<file path="config.mk">
export PLATFORM = sky130hd
export DESIGN_NAME = blk_xfer_seq
export DESIGN_NICKNAME = d
export VERILOG_FILES = /design/src/rtl/blk_xfer_seq.sv
export SDC_FILE = /design/constraint.sdc
export NUM_CORES = 1
export LEC_CHECK = 0
export BUFFER_PORTS_ARGS = -buffer_cell sky130_fd_sc_hd__buf_2
export CAP_MARGIN = 20
export CORE_ASPECT_RATIO = 0.8
export CORE_MARGIN = 2
export CORE_UTILIZATION = 30
export DETAILED_ROUTE_END_ITERATION = 8
export GPL_TIMING_DRIVEN = 0
export SKIP_CTS_REPAIR_TIMING = 1
export SLEW_MARGIN = 10
export SYNTH_ARGS = -nofsm -noshare
export SYNTH_HDL_FRONTEND = slang
export SYNTH_SLANG_ARGS = --single-unit
</file>
<file path="constraint.sdc">
create_clock -name clk -period 9.35 [get_ports clk]
set_input_delay 0.4675 -clock clk [delete_from_list [all_inputs] [get_ports clk]]
set_output_delay 0.4675 -clock clk [all_outputs]
set_load 0.05 [all_outputs]
</file>
<file path="src/rtl/blk_xfer_seq.sv">
module blk_xfer_seq #(
  parameter int ADDR_W     = 32,
  parameter int NREG       = 16,
  parameter int WORD_BYTES = 4
) (
  input  logic                       clk,
  input  logic                       rst_n,
  input  logic                       start,
  input  logic [ADDR_W-1:0]          base_addr,
  input  logic [NREG-1:0]            reg_mask,
  input  logic                       pre_idx,
  input  logic                       up_dir,
  input  logic                       wb_en,
  input  logic                       load_dir,
  input  logic                       user_bank,
  output logic                       busy,
  output logic                       req_valid,
  output logic [ADDR_W-1:0]          req_addr,
  output logic [$clog2(NREG)-1:0]    req_reg,
  output logic                       req_load,
  output logic                       req_user,
  input  logic                       req_ack,
  output logic                       done,
  output logic                       err,
  output logic                       wb_valid,
  output logic [ADDR_W-1:0]          wb_value
);
  localparam int IDX_W = $clog2(NREG);
  localparam int CNT_W = $clog2(NREG + 1);
  localparam logic [ADDR_W-1:0] STEP = ADDR_W'(WORD_BYTES);

  logic [NREG-1:0]   left_q;
  logic [ADDR_W-1:0] addr_q, wbv_q;
  logic              busy_q, wben_q, load_q, user_q, done_q, err_q, wbp_q;

  function automatic logic [CNT_W-1:0] pop(input logic [NREG-1:0] m);
    logic [CNT_W-1:0] c = '0;
    for (int i = 0; i < NREG; i++) c = c + CNT_W'(m[i]);
    return c;
  endfunction

  function automatic logic [IDX_W-1:0] lowest(input logic [NREG-1:0] m);
    logic [IDX_W-1:0] r = '0;
    for (int i = NREG - 1; i >= 0; i--) if (m[i]) r = IDX_W'(i);
    return r;
  endfunction

  wire [ADDR_W-1:0] span  = ADDR_W'(pop(reg_mask)) * STEP;
  wire [ADDR_W-1:0] first = up_dir ? base_addr + (pre_idx ? STEP : '0)
                                   : base_addr - span + (pre_idx ? '0 : STEP);
  wire [ADDR_W-1:0] final_base = up_dir ? base_addr + span : base_addr - span;
  wire [IDX_W-1:0]  cur   = lowest(left_q);
  wire              last  = (left_q & (left_q - 1'b1)) == '0;

  always_ff @(posedge clk) begin
    if (!rst_n) begin
      left_q <= '0; addr_q <= '0; wbv_q <= '0;
      busy_q <= 1'b0; wben_q <= 1'b0; load_q <= 1'b0; user_q <= 1'b0;
      done_q <= 1'b0; err_q <= 1'b0; wbp_q <= 1'b0;
    end else begin
      done_q <= 1'b0;
      err_q  <= 1'b0;
      wbp_q  <= 1'b0;
      if (!busy_q) begin
        if (start) begin
          if (reg_mask == '0) begin
            err_q <= 1'b1;
          end else begin
            busy_q <= 1'b1;
            left_q <= reg_mask;
            addr_q <= first;
            wbv_q  <= final_base;
            wben_q <= wb_en;
            load_q <= load_dir;
            user_q <= user_bank;
          end
        end
      end else if (req_ack) begin
        left_q <= left_q & ~(NREG'(1) << cur);
        addr_q <= addr_q + STEP;
        if (last) begin
          busy_q <= 1'b0;
          done_q <= 1'b1;
          wbp_q  <= wben_q;
        end
      end
    end
  end

  assign busy      = busy_q;
  assign req_valid = busy_q;
  assign req_addr  = addr_q;
  assign req_reg   = cur;
  assign req_load  = load_q;
  assign req_user  = user_q;
  assign done      = done_q;
  assign err       = err_q;
  assign wb_valid  = wbp_q;
  assign wb_value  = wbv_q;

  assert_hold_R9: assert property (@(posedge clk) disable iff (!rst_n)
    req_valid && !req_ack |=> req_valid && $stable(req_addr) && $stable(req_reg)
                              && $stable(req_load) && $stable(req_user));
  assert_step_R7: assert property (@(posedge clk) disable iff (!rst_n)
    req_valid && req_ack |=> !req_valid || req_addr == $past(req_addr) + STEP);
  assert_order_R1: assert property (@(posedge clk) disable iff (!rst_n)
    req_valid && req_ack |=> !req_valid || req_reg > $past(req_reg));
  assert_done_idle_R10: assert property (@(posedge clk) disable iff (!rst_n)
    done |-> !req_valid);
  assert_done_pulse_R10: assert property (@(posedge clk) disable iff (!rst_n)
    done |=> !done);
  assert_err_quiet_R2: assert property (@(posedge clk) disable iff (!rst_n)
    err |-> !req_valid && !done);
  assert_wb_with_done_R8: assert property (@(posedge clk) disable iff (!rst_n)
    wb_valid |-> done);
endmodule

</file>
==> results.txt <==
status: finished clean
CTS tree: built
crit share post-route: 81.6%
Die Ht: 150 µm
vias in the first global route: 8550
total wire length: 35100 µm
VDD IR max: 0.130 mV
# rows: 53
f_max: 0.131 GHz
crit path kind: input pin to flip-flop
Req. time, crit path: 9.58 ns
DR iter-0 viols: 953
Bufs on Longest Clock Path: 2
ys async rst share: 0%
final hold slack: 0.329 ns
worst skew pair latency: 0.37 ns
DPL Wire Length: 27000 µm
startpoint types: input pin
number of flops mapped to enable cells by yosys: 0
Core Area: 26200 µm²
Post-DRT Antenna Nets: 0
P per Cell Area: 227 nW/µm²
routed len/inst: 21.8 µm
die area: 27800 µm²
fin nets: 1341
crit path capture type: flip-flop
Initial Util: 30.4%
worst-path fanout max: 10
fin cells: 1611
hold crit path type: input pin to flip-flop
Slew @ Worst Pin: 1.10 ns
gr ovfl total: 0
M2 GR Usage: 36.6%
grt met1 use: 36.5%
router iterations before antenna repair: 5
gr usage total: 25.3%
final setup fails: 0
Top FF cell, synth: dfxtp_1
Mean Syn Cell Area: 7.11 µm²
dpl ws: 1.44 ns
post-synthesis cell count: 1119
Top Usage Layer GRT: met2
Final WS setup: 1.72 ns
DP Area: 9010 µm²
Synth top area share: 21.9%
routing usage on met3: 6.38%
Placed Cells: 1595
fill cell count: 2859
area leader, netlist: dfxtp_1
root buffer cell: clkbuf_16
crit path DAT: 7.86 ns
die width: 186 µm
ant diodes: 0
Final Cell Area: 9360 µm²
count of different cell masters after synthesis: 71
#FFs+latches synth: 87
Seq/Total Area, Yosys: 21.9%
layout cells sized above 1: 12.4%
Buffers on Ports: 116
final slew viol count: 0
Final Hold Fails: 0
largest net degree at the start of global routing: 16
RSZ-0062 raised after global routing: false
minimum clock period after layout: 7.63 ns
Synth area leaders: dfxtp_1, xnor2_1, a21oi_1
Synth-to-Final Area Change: 17.7%
Vias: 9281
Max H-tree Level: 3
Post-synth top cells: nand2_1, nor2_1, a21oi_1
Ports: 132
post-DR vias/cell: 5.76
Post-route DRC: 0
syn nets: 1210
skew final: 0.00534 ns
synth warn: 0
Mapped Area: 7950 µm²
clock transition at the registers of the reported paths: 0.07 ns
antenna violations before repair: 0
Final GP Congestion: 0.989
Total Neg Setup Slack: 0 ns
Lkg Pwr: 0.00351 µW
TritonCTS Sinks: 87
first-pass GRT wire length: 52400 µm
total CTS buffers: 9
Max-slew headroom: 27.0%
most common cell in the synthesized netlist: nand2_1
Max-cap violations: 0
==> power breakdown <==
| group | switching (µW) | total, µW | leakage [µW] | internal [µW] |
|---|---|---|---|---|
| logic | 817 | 1210 | 0.00263 | 391 |
| registers | 52.1 | 468 | 0.000716 | 416 |
| clock network | 186 | 449 | 0.000167 | 263 |
| total | 1050 | 2130 | 0.00351 | 1070 |
==> state kept, by name (all words and copies together), names as in the netlist <==
name	count
req_addr	32
wb_value	32
left_q	16
busy	1
done	1
err	1
req_load	1
req_user	1
wb_valid	1
wben_q	1
==> layout make-up <==
class	instances	area (µm²)	share of cell area [%]
multi-input cells	896	5700	60.9
flip-flops and latches	87	1740	18.6
repair buffers	120	607	6.48
well taps	357	447	4.77
plain buffers	83	328	3.50
clock buffers	9	225	2.41
inverters	53	199	2.13
clock inverters	6	116	1.24
==> cells in the final DEF, fill, tap and decap left out, types with 39 or more instances in the layout <==
cell	Yosys	routed
nor3_1	43	43
dfxtp_1	87	87
xnor2_1	55	55
nand3_1	55	55
buf_2	4	121
nand2_1	117	117
inv_1	50	50
clkbuf_1	72	72
o21ai_0	58	58
nor2_1	98	98
a21oi_1	92	92
xor2_1	39	39
==> worst paths after layout <==
kind | cells past startpoint | to | start | slack (ns)
worst max-delay path | 22 | req_addr[27]$_SDFFE_PN0P_ | reg_mask[11] | 1.72
worst min-delay path | 3 | req_user$_SDFFE_PN0P_ | user_bank | 0.33
worst max register to register | 10 | req_addr[30]$_SDFFE_PN0P_ | req_addr[2]$_SDFFE_PN0P_ | 5.94
worst min register to register | 2 | wb_value[18]$_SDFFE_PN0P_ | wb_value[18]$_SDFFE_PN0P_ | 0.45
==> routing by layer <==
metal | wire, µm | share of wire, %
met5 | 0 | 0
met4 | 901 | 2.6
met3 | 3990 | 11
met2 | 14300 | 41
met1 | 15900 | 45
==> kinds of logic (layout without fill, tap and decap cells) <==
logic type / after synthesis / count (layout) / synth area share, %
fa+ha+maj: 35 / 35 / 6.61
flops: 87 / 87 / 21.9
buf+inv: 136 / 271 / 6.62
mux: 14 / 14 / 1.81
xor+xnor: 94 / 94 / 10.4
compound gates: 292 / 292 / 23.6
simple gates: 461 / 461 / 29.1
==> through the flow <==
stage / total power [µW] / util, %
3_5_place_dp: 1660 / 34.4
3_3_place_gp: 1640 / 34.3
6_report: 2130 / 35.7
2_1_floorplan: 1330 / -
5_1_grt: 2260 / 35.7
4_1_cts: 2110 / 35.7
==> critical path, stage by stage <==
cell and delay [ns]:
buf_2 0.10, inv_1 0.10, fa_1 0.59, fa_1 0.43
fa_1 0.45, fa_1 0.49, inv_1 0.05, ha_1 0.20
fa_1 0.41, a21o_1 0.19, and2_1 0.22, ha_1 0.33
clkbuf_1 0.23, a2111oi_1 0.68, buf_1 0.29, o21ai_0 0.22
a222oi_1 0.51, nand3_1 0.53, nor3_1 0.59, nand2_1 0.12
xnor2_1 0.18, a2111oi_0 0.46
(Power assumes the default switching activity.)
